==> src/rtl/aid_pkg.sv <==
package aid_pkg;

  // Base after one more deferral reached commit.
  function automatic logic [31:0] grow_base(input logic [31:0] base, input logic [31:0] step);
    return base + step;
  endfunction

  // True when a candidate base lies beyond the stuck limit.
  function automatic logic over_limit(input logic [31:0] cand, input logic [31:0] limit);
    return cand > limit;
  endfunction

  // One front-end step of the hold-off counter, floored at zero.
  function automatic logic [31:0] step_down(input logic [31:0] cnt);
    return (cnt == 32'd0) ? 32'd0 : cnt - 32'd1;
  endfunction

  // Acceptance rule.
  function automatic logic holdoff_clear(input logic [31:0] cnt, input logic en, input logic pend);
    return (cnt == 32'd0) && en && pend;
  endfunction

endpackage

==> src/rtl/aid_base_track.sv <==
module aid_base_track #(
  parameter int unsigned MIN_HOLD = 10,
  parameter int unsigned STEP     = 10,
  parameter int unsigned LIMIT    = 1000,
  parameter int unsigned CNT_W    = 10
) (
  input  logic             clk,
  input  logic             rst,
  input  logic             commit_hit,
  input  logic             ei_exec,
  output logic [CNT_W-1:0] base,
  output logic [CNT_W-1:0] base_nxt,
  output logic             escalate,
  output logic             stuck_exc
);
  import aid_pkg::*;

  localparam logic [CNT_W-1:0] BASE_MIN = CNT_W'(MIN_HOLD);

  logic [CNT_W-1:0] grown;
  logic             commit_eff;

  always_comb begin
    grown      = CNT_W'(grow_base(32'(base), 32'(STEP)));
    commit_eff = commit_hit && !ei_exec;
    escalate   = commit_eff && over_limit(32'(grown), 32'(LIMIT));
    if (ei_exec)         base_nxt = BASE_MIN;
    else if (escalate)   base_nxt = BASE_MIN;
    else if (commit_eff) base_nxt = grown;
    else                 base_nxt = base;
  end

  always_ff @(posedge clk) begin
    if (rst) begin
      base      <= BASE_MIN;
      stuck_exc <= 1'b0;
    end else begin
      base      <= base_nxt;
      stuck_exc <= escalate;
    end
  end

endmodule

==> src/rtl/aid_holdoff_count.sv <==
module aid_holdoff_count #(
  parameter int unsigned CNT_W = 10
) (
  input  logic             clk,
  input  logic             rst,
  input  logic             fe_advance,
  input  logic             defer_hit,
  input  logic             commit_hit,
  input  logic             ei_exec,
  input  logic             escalate,
  input  logic [CNT_W-1:0] base_nxt,
  output logic [CNT_W-1:0] cnt
);
  import aid_pkg::*;

  logic [CNT_W-1:0] cnt_nxt;

  always_comb begin
    if (commit_hit && !ei_exec) cnt_nxt = escalate ? '0 : base_nxt;
    else if (defer_hit)         cnt_nxt = base_nxt;
    else if (fe_advance)        cnt_nxt = CNT_W'(step_down(32'(cnt)));
    else                        cnt_nxt = cnt;
  end

  always_ff @(posedge clk) begin
    if (rst) cnt <= '0;
    else     cnt <= cnt_nxt;
  end

endmodule

==> src/rtl/aid_accept_gate.sv <==
module aid_accept_gate #(
  parameter int unsigned CNT_W = 10
) (
  input  logic [CNT_W-1:0] cnt,
  input  logic             irq_enabled,
  input  logic             irq_pending,
  output logic             accept_ok
);
  import aid_pkg::*;

  always_comb accept_ok = holdoff_clear(32'(cnt), irq_enabled, irq_pending);

endmodule

==> src/rtl/aid_ctrl.sv <==
module aid_ctrl #(
  parameter int unsigned MIN_HOLD = 10,
  parameter int unsigned STEP     = 10,
  parameter int unsigned LIMIT    = 1000
) (
  input  logic clk,
  input  logic rst,
  input  logic irq_pending,
  input  logic irq_enabled,
  input  logic fe_advance,
  input  logic defer_hit,
  input  logic commit_hit,
  input  logic ei_exec,
  output logic accept_ok,
  output logic stuck_exc
);
  localparam int unsigned CNT_W = $clog2(LIMIT + STEP + 1);

  logic [CNT_W-1:0] hold_base;
  logic [CNT_W-1:0] hold_base_nxt;
  logic [CNT_W-1:0] hold_cnt;
  logic             esc_fire;

  aid_base_track #(
    .MIN_HOLD(MIN_HOLD), .STEP(STEP), .LIMIT(LIMIT), .CNT_W(CNT_W)
  ) u_base (
    .clk(clk), .rst(rst), .commit_hit(commit_hit), .ei_exec(ei_exec),
    .base(hold_base), .base_nxt(hold_base_nxt), .escalate(esc_fire),
    .stuck_exc(stuck_exc)
  );

  aid_holdoff_count #(.CNT_W(CNT_W)) u_cnt (
    .clk(clk), .rst(rst), .fe_advance(fe_advance), .defer_hit(defer_hit),
    .commit_hit(commit_hit), .ei_exec(ei_exec), .escalate(esc_fire),
    .base_nxt(hold_base_nxt), .cnt(hold_cnt)
  );

  aid_accept_gate #(.CNT_W(CNT_W)) u_gate (
    .cnt(hold_cnt), .irq_enabled(irq_enabled), .irq_pending(irq_pending),
    .accept_ok(accept_ok)
  );

endmodule

==> config.mk <==
export PLATFORM = sky130hd
export DESIGN_NAME = aid_ctrl
export DESIGN_NICKNAME = d
export VERILOG_FILES = /design/src/rtl/aid_pkg.sv /design/src/rtl/aid_base_track.sv /design/src/rtl/aid_holdoff_count.sv /design/src/rtl/aid_accept_gate.sv /design/src/rtl/aid_ctrl.sv
export SDC_FILE = /design/constraint.sdc
export NUM_CORES = 1
export LEC_CHECK = 0
export ABC_AREA = 1
export BUFFER_PORTS_ARGS = -buffer_cell sky130_fd_sc_hd__buf_2
export CORE_MARGIN = 1
export CORE_UTILIZATION = 53
export DETAILED_ROUTE_END_ITERATION = 8
export GPL_ROUTABILITY_DRIVEN = 0
export PLACE_DENSITY = 0.74
export SETUP_SLACK_MARGIN = 0.2
export SYNTH_ARGS = -nofsm -noshare
export SYNTH_HDL_FRONTEND = slang
export SYNTH_SLANG_ARGS = --single-unit
export TNS_END_PERCENT = 1
==> constraint.sdc <==
create_clock -name clk -period 1.71 [get_ports clk]
set_input_delay 0.0855 -clock clk [delete_from_list [all_inputs] [get_ports clk]]
set_output_delay 0.0855 -clock clk [all_outputs]
set_load 0.1 [all_outputs]
== Yosys cells after proc, flatten, opt, wreduce, memory -nomap -nowiden ==
Cells that the tools add are included.

* Bits in registers: 21
* Output and inout bits: 2

* $add $sub $neg: 2
* $lt $le $gt $ge: 1
* Multiplexer cells: 8
* Reduce and logical (&&, ||, !) cells: 7

{| class="wikitable"
|+ Operators with widths
! kind !! count
|-
| two-way mux 10 bit || 8
|-
| adder 10 x 4 -> 10 bit, second input constant || 1
|-
| > comparator 10 bit, second input constant || 1
|-
| zero test 10 bit || 1
|-
| subtractor 10 x 1 -> 10 bit, second input constant || 1
|-
| logical AND 1 bit || 4
|-
| nonzero test 3 bit || 1
|-
| zero test 1 bit || 1
|}

== Logic depth before layout (Yosys ltp) ==
Gate-level depths: netlist (run 1).

* Word-level depth: 7
* Gate-level depth with buffers: 15

== Modules after synthesis ==
Synthesis (run 1) repeated with hierarchy kept, for this count alone.

* Cells, all modules: 265
* Area, all modules: 1,615.3 um^2

{| class="wikitable"
|+ Modules (own cells, without submodules)
! module !! times used !! cells an instance !! area each (um^2) !! seq. area each (um^2)
|-
| aid_holdoff_count || 1 || 124 || 817.0 || 200.2
|-
| aid_base_track || 1 || 123 || 726.9 || 220.2
|-
| aid_accept_gate || 1 || 18 || 71.3 || 0.0
|}

== Worst setup path after synthesis (run 1) ==
Ideal clock, no wire load.

* Kind: register to output
* Start point: register u_cnt.cnt[0]
* End point: output accept_ok
* Data arrival time: 2.278 ns
* Required time: 1.624 ns
* Setup slack: -0.653 ns
* Cell stages (with the launch flop): 7
* Cell sequence: dfxtp_1 > inv_1 > ha_1 > nand3_1 > nor3_2 > nand2_1 > nor2_1

* Longest elaborated chain between the ends: 3

{| class="wikitable"
|+ Ends and longest elaborated chain
! what !! line !! RTL
|-
| from (decl) || aid_holdoff_count.sv:12 || <nowiki>output logic [CNT_W-1:0] cnt</nowiki>
|-
| from (signal assigned) || aid_holdoff_count.sv:27 || <nowiki>else cnt <= cnt_nxt;</nowiki>
|-
| zero test 10 bit || aid_pkg.sv:20 || <nowiki>return (cnt == 32'd0) && en && pend;</nowiki>
|-
| logical AND 1 bit (2 in a row) || aid_pkg.sv:20 ||
|-
| to (decl) || aid_ctrl.sv:14 || <nowiki>output logic accept_ok,</nowiki>
|}

Every way passes these cells.

== Worst setup path after layout (run 1) ==
* Start point: register u_cnt.cnt[5]
* End point: output accept_ok

Same word-level chain as after synthesis.

==> results.md, run 1 <==
- The number of inserted diodes is 0.
- The antenna violation net count after detailed routing is 0.
- The clock net in this run drives a total of 21 sinks.
- The pre-CTS worst setup slack is between 7 and 8 ps.
- Dividing the synthesized area by the synthesized cell count gives 6.61 sq um.
- Hold timing on the final database bottoms out at a slack of around 100 ps.
- Leaving out filler cells and counting taps, the final layout contains approximately 270.
- By startpoint and endpoint, the worst setup path is classified as register to primary output.
- The synthesized netlist occupies a cell area of roughly 1400 sq um.
- The number of slew-limit violations in the final report is 0.
- The proportion of synthesized chip area in sequential cells is about 29%.
- The count of buffers added on input and output ports is 9.
- The worst-case clock skew is 9.26 ps.
- The post-synthesis cell type count is 35.
- The detail-routed via count per cell is about 5.5.
- For this run, the top clock speed supported by timing is approximately 0.6 GHz.
- The worst max-slew margin expressed relative to the limit is 68.0%.
- The detailed router finished its first iteration with 70 violations.
- The insertion delay of the later-clocked pin in the worst-skew pair is 320 ps.
- The analysis attributes to cell leakage a power of 0.796 nW.
- The largest net degree at the start of global routing is 13.
- The routed design could run at a clock period as short as 1710 ps.
- The maximum fanout along the worst path is 3.
- The initial antenna violation count is 0.
- The checks that failed: setup timing.
- Counting the fill cells in the layout gives ~210.
- The first global-routing pass estimated roughly 5.7 mm of wire.
- The initial utilization of the core area, before any placement, comes to between 50% and 60%.
- The number of storage elements in the synthesis netlist is 21.
- The dominant synthesized flop cell is dfxtp_1.
- The run finished, with violations left.
- Including well taps, the total number of placed cells is 260.
- The global-route total usage across every layer is approximately 28%.
- The post-placement cell area is 1640 sq um.
- For this design, the CTS-stage hold fixing added 0 buffers.
- The detailed-route wire length per cell is between 10 and 15 microns.
- The die extent in y is roughly 54 microns.
- The cell area after layout is around 1800 sq um.
- The via count of the first global-routing pass is 1,292.
- The detailed placer's ending HPWL is approximately 2.7 mm.
- The core region is around 2500 sq um.
- The smallest setup slack after layout is -4.61 ps.
- The global route total overflow is 0.
- The first detailed-routing pass took 4 iterations.
- No sink is reached through more buffers than the 2 on the longest clock path.
- The synthesized netlist net count is between 200 and 250.
- IR analysis of the VDD net gives a maximum drop of a little under 0.0007 V.
- The worst endpoint data arrival time is between 1500 and 2000 ps.
- The cell sitting at the root of the clock tree is a clkbuf_4.
- The class of the most critical hold timing path is input pin to register.
- The total DRC errors in the routed layout is 0.
- Data on the critical path is required at its endpoint by 1620 ps.
- The clock-pin transition on the worst setup and hold timing paths is around 130 ps.
- Setup repair after global routing could not meet its margin everywhere.
- Setup violations remaining at the end of the flow were counted as 1.
- The number of standard-cell rows in the floorplan is 18.
- TritonCTS built the clock tree.
- The number of I/O pins is 10.
- In the synthesized netlist the async set-or-reset flop fraction comes to 0%.
- Max-cap violations in this run came to 0.
- The kind of end point of the critical path is a primary output.
- CTS built an H-tree with a depth of 1.
- For this run, the number of Yosys warnings is 0.
- The CTS buffer count is 3.
- STA classifies the critical path startpoint as a register.
- In the finished design, the share of the clock period the worst path needs comes to 100%.
- The power per standard cell area is roughly 730 nW/um^2.
- The number of nets in the layout is between 200 and 300.
- The total count of hold-check failures in the final report is 0.
- The die footprint is 2940 sq um.
- Synthesis handed over a netlist of roughly 220 instances.
- The number of flops mapped to enable cells by yosys is 0.
- The total wire length after detailed routing is roughly 3.6 mm.
- The post-route netlist has ~31% of its cells at a drive strength greater than 1.
- The total vias in the final route is 1,494.
- The floorplan step set the die width to between 50 and 60 microns.
- The layout overhead on the synthesized area is 22.8%.
- The actual transition at the worst max-transition pin is around 480 ps.
- Total power for the finished layout comes to approximately 1.3 mW.
## state kept, by name (all words and copies together) (netlist names)
| name | flops |
|---|---|
| u_base.base | 10 |
| u_base.stuck_exc | 1 |
| u_cnt.cnt | 10 |
## synthesized netlist by cell type (2+ instances only)
master    count  share of area [%]
nor2_8        2                2.8
dfxtp_1      21                 29
o21ai_0      15                5.2
o211ai_1      2                1.0
xnor2_1       2                1.2
nor2_2        3                1.3
ha_1          2                1.7
nor2_4        3                2.3
xor2_1        3                1.8
nor2_1       18                4.7
nand3_1      16                5.5
inv_1        31                8.0
o21ai_1       3                1.0
nand2_1      55                 14
nor3_1        7                2.4
nand2_2       6                2.6
nand2_4       2                1.6
a21oi_1       7                2.4
nand3b_1      2                1.0
inv_2         4                1.0
## worst paths after layout
check | startpoint | to | slack [ps] | depth (start not counted)
worst max-delay path | u_cnt.cnt[5] | accept_ok | -5 | 7
worst min-delay path | rst | u_cnt.cnt[3] | 100 | 2
worst max register to register | u_base.base[1] | u_cnt.cnt[0] | 10 | 13
worst min register to register | u_base.base[0] | u_base.base[0] | 500 | 2
## placed cells by master, fill, tap and decap left out, types with 2 or more instances in the layout
master,synthesis,layout
inv_2,4,7
o21ai_1,3,4
a21oi_1,7,7
dfxtp_4,0,2
nand2_2,6,14
nand2_1,55,46
xnor2_1,2,2
nand3_1,16,14
xor2_1,3,3
nand3b_1,2,2
nand2_4,2,2
nor2_4,3,8
o21ai_0,15,14
o211ai_1,2,2
inv_1,31,27
clkbuf_4,0,3
buf_4,0,10
nor2_1,18,15
nor2_8,2,2
dfxtp_1,21,16
nor3_1,7,7
nand3_2,1,2
dfxtp_2,0,3
nand3_4,1,2
buf_2,0,8
ha_4,0,2
## metal layers
metal  vias to the layer above  GRT usage (%)  routed length (microns)
met2                        53           43.5                     1670
li1                        743              -                        -
met4                         0           8.55                       68
met5                         -              0                        0
met1                       688           37.0                     1670
met3                        10           6.39                      216
## area by class of cell
| cell class | instances | area [sq um] | area share, % |
|---|---|---|---|
| multi-input combinational | 160 | 992 | 55.8 |
| sequential | 21 | 432 | 24.3 |
| timing repair buffer | 20 | 146 | 8.23 |
| inverter | 36 | 143 | 8.02 |
| tap | 30 | 37.5 | 2.11 |
| clock buffer | 3 | 22.5 | 1.27 |
| clock inverter | 1 | 5.00 | 0.281 |
## timing repair
item	in CTS	in global routing
setup endpoints to repair	19	22
pin swaps	19	4
setup buffers	6	1
gates resized for setup	17	6
## through the flow
stage	utilization, %	TNS [ps]
global route	70.5	-569
global placement	64.9	0
finish	70.5	-4.61
CTS	69.5	-14.1
floorplan	-	0
detailed placement	64.9	0
## power breakdown
group          internal, mW  total, mW  switching [mW]
Sequential            0.523      0.560          0.0367
Combinational         0.206      0.488           0.282
Clock                0.0877      0.256           0.168
## logic make-up after synthesis
kind of cell / synth area share (%)
flops: 29.0
buf+inv: 10.5
compound gates: 13.7
fa+ha+maj: 1.73
xor+xnor: 3.03
simple gates: 42.0
## worst max-delay path, cell delays in order (launching register included)
cell	delay, ps
dfxtp_1	380
nor2_4	140
nand2_1	100
nor3_4	200
nand2_2	100
buf_6	130
nor2_4	90
buf_12	180
No activity file was read; power rests on OpenSTA's default activity.
==> inputs of run 2 (changes only) <==
--- a/config.mk
+++ b/config.mk
@@ -6,8 +6,8 @@
 export NUM_CORES = 1
 export LEC_CHECK = 0
 export ABC_AREA = 1
-export BUFFER_PORTS_ARGS = -buffer_cell sky130_fd_sc_hd__buf_2
-export CORE_MARGIN = 1
+export BUFFER_PORTS_ARGS = -buffer_cell sky130_fd_sc_hd__clkbuf_2
+export CORE_MARGIN = 1.5
 export CORE_UTILIZATION = 53
 export DETAILED_ROUTE_END_ITERATION = 8
 export GPL_ROUTABILITY_DRIVEN = 0
==> run 2 against run 1 <==
Effect of this change:
- cell area rose by 1.3%
- clock skew down 1.4 ps
- die area up 3.7%
- final cell count stayed put
- sequential share of layout area is 0.095 points lower
- the run still ends with setup timing left
- maximum frequency decreased by 0.70%
==> results.md, run 2 (synthesized netlist as in run 1, its figures left out) <==
- The shortest clock period the worst path allows after layout is 1730 ps (+12.0 ps).
- The wire length on met3 is 287 microns (+33%).
- The net switching share of the total power is 37.4% (+0.064 points).
- The flow ran to the end, but the final reports show violations.
- The worst setup path is captured at a primary output.
- The worst-case clock buffer depth came to 2 (unchanged).
- The checks that failed: setup timing.
- The smallest setup slack after layout is -16.7 ps (-12.0 ps).
- The number of nets in the layout is 252 (unchanged).
- The die boundary width is 55.3 microns (+1.8%).
- The antenna violation net count after detailed routing is 0 (unchanged).
- The total DRC errors in the routed layout was 0 (unchanged).
- Relative to the synthesized area, the layout overhead comes to 24.4%.
- The TritonCTS clock tree is yes.
- The portion of total power attributed to the clock network is 19.1% (-0.5 points).
- The starting utilization of the core area was 57.4% (unchanged).
- The first-pass GRT wire length is 6.20 mm (+8.1%).
- The count of H-tree levels built during CTS is 1 (unchanged).
- The worst-case clock skew was 7.83 ps (-1.44 ps).
- The fill cell total of the finished layout was 198 (-7.0%).
- The worst-case vdd ir drop was 0.000722 V (+7.4%).
- The detailed-route wire length per cell is 13.5 microns (+1.0%).
- The class of the most critical hold timing path is input pin to register.
- The overall power of the completed layout is 1.30 mW (unchanged).
- The via count of the first global-routing pass is 1,440 (+11%).
- The library cells used most frequently in the layout, excluding fill and tap cells, are nand2_1, inv_1, nor2_1, nand3_1, o21ai_0.
- The die extent in y is 55.3 microns (+1.8%).
- The launch point of the critical path is u_cnt.cnt[0].
- The placeable core area is 2520 sq um (unchanged).
- The power per standard cell area came to 724 nW/um^2 (-1.3%).
- The CTS buffer count was 3 (unchanged).
- The maximum fanout along the worst path is 2 (-1).
- The period utilization was 101% (+0.70 points).
- The number of maximum-capacitance violations is 0 (unchanged).
- The worst setup path is launched from a register.
- The internal power summed over all cells was 0.816 mW (-0.10%).
- CTS placed an instance of clkbuf_4 at the clock tree root.
- The die footprint was 3050 sq um (+3.7%).
- The switching power is 0.487 mW (+0.17%).
- The required arrival time at the worst endpoint was 1620 ps (about the same).
- The worst endpoint data arrival time was 1640 ps (about the same).
- The actual transition at the worst max-transition pin is 536 ps (+52.4 ps).
- The count of buffers from port buffering was 9 (unchanged).
- The static leakage power is 0.810 nW (+1.8%).
- The number of clock sinks is 21 (unchanged).
- The critical path class is register to primary output.
- The detailed placer's ending HPWL is 2.76 mm (+1.5%).
- Setup repair after global routing could not meet its margin everywhere.
- The post-placement cell area is 1640 sq um (+0.46%).
- The length of the first detailed-routing pass in iterations is 6 (+2).
- The quantity of hold-fixing buffers added after cts is 0 (unchanged).
- The total wire length after detailed routing is 3.66 mm (+1.0%).
- The global-route total usage across every layer is 25.0% (-2.6 points).
- The cell area after layout is 1800 sq um (+1.3%).
- The relative contribution of sequential cells to total power was 43.0% (about the same).
- The detail-routed via count per cell was 5.58 (+1.1%).
- The largest net degree at the start of global routing is 13 (unchanged).
- The sum of met2 wire segment lengths after detailed routing is 1.73 mm (+3.3%).
- The launch point of the worst reg-to-reg path is u_base.base[1].
- The number of DRC violations after detailed-routing iteration 0 came to 75 (+7.1%).
- The post-route met1 wirelength is 1.60 mm (-3.7%).
- The maximum achievable frequency is 0.579 GHz (-0.70%).
- After detailed routing, no signal wire sits above met4.
- The clock-pin transition on the worst setup and hold timing paths came to 120 ps (about the same).
- The largest registers in the layout are u_base.base (10), u_cnt.cnt (10), u_base.stuck_exc (1).
- The number of I/O pins is 10 (unchanged).
- The total vias in the final route is 1,511 (+1.1%).
- The share of layout cells above drive strength 1 came to 33.2% (+2.1 points).
- The total count of hold-check failures in the final report is 0 (unchanged).
- The count of final setup violators was 1 (unchanged).
- The number of standard-cell rows in the floorplan came to 18 (unchanged).
- The initial antenna violation count is 0 (unchanged).
- The combinational fraction of design power is 37.9% (+0.5 points).
- The leading cell type in the layout, fill and taps excluded is nand2_1.
- The worst max-slew margin expressed relative to the limit was 64.4% (-3.6 points).
- The beginning of the worst hold path is rst.
- The pre-CTS worst setup slack is 38.7 ps (+31.4 ps).
- The insertion delay of the later-clocked pin in the worst-skew pair is 310 ps (about the same).
- The number of inserted diodes is 0 (unchanged).
- The global route total overflow is 0 (unchanged).
- The number of slew-limit violations in the final report is 0 (unchanged).
run 2: path summary, 6_finish.rpt:
kind | end | slack (ps) | cells after the start
setup / recovery | accept_ok | -20 | 8
hold / removal | u_cnt.cnt[3] | 130 | 2
setup reg to reg | u_cnt.cnt[5] | 40 | 14
hold reg to reg | u_base.base[0] | 500 | 2
run 2: power groups by stage:
stage | registers (mW) | logic [mW] | clock network [mW]
after floorplan | 0.561 | 0.318 | 0
after global placement | 0.568 | 0.407 | 0
after detailed placement | 0.569 | 0.419 | 0
after CTS | 0.559 | 0.476 | 0.256
after global routing | 0.564 | 0.538 | 0.281
final | 0.561 | 0.494 | 0.249
run 2: area by class of cell:
type	count	area (sq um)	share of cell area (%)
Multi-Input combinational cell	160	1010	56.2
Sequential cell	21	435	24.2
Timing Repair Buffer	20	146	8.13
Inverter	36	143	7.92
Tap cell	30	37.5	2.08
Clock buffer	3	22.5	1.25
Clock inverter	1	5.00	0.278
run 2: timing repair:
| item | in CTS | in global routing |
|---|---|---|
| setup buffers | 6 | 0 |
| resized for setup | 20 | 9 |
| gates cloned | 0 | 0 |
| pin swaps | 18 | 6 |
| endpoints found under the setup margin | 15 | 20 |
run 2: stage by stage:
stage / hold slack [ps] / TNS [ps] / cells / utilization [%]
2_1_floorplan: 256 / 0 / 219 / -
3_3_place_gp: 430 / 0 / 261 / 65.2
3_5_place_dp: 449 / 0 / 261 / 65.2
4_1_cts: 109 / -7.14 / 271 / 70.6
5_1_grt: 114 / -204 / 271 / 71.4
6_report: 128 / -16.7 / 271 / 71.4
run 2: routing by layer:
layer / vias up / global-route usage [%]
li1: 739 / -
met1: 696 / 33.2
met2: 68 / 40.3
met3: 8 / 6.32
met4: 0 / 6.62
met5: - / 0
run 2: worst max-delay path, cell delays in order, from the launching register on:
cell     delay (ps)
dfxtp_2         350
inv_2            70
ha_4            150
nand3_4         100
nor3_4          150
nand2_2         100
buf_6           130
nor2_4           90
buf_12          180
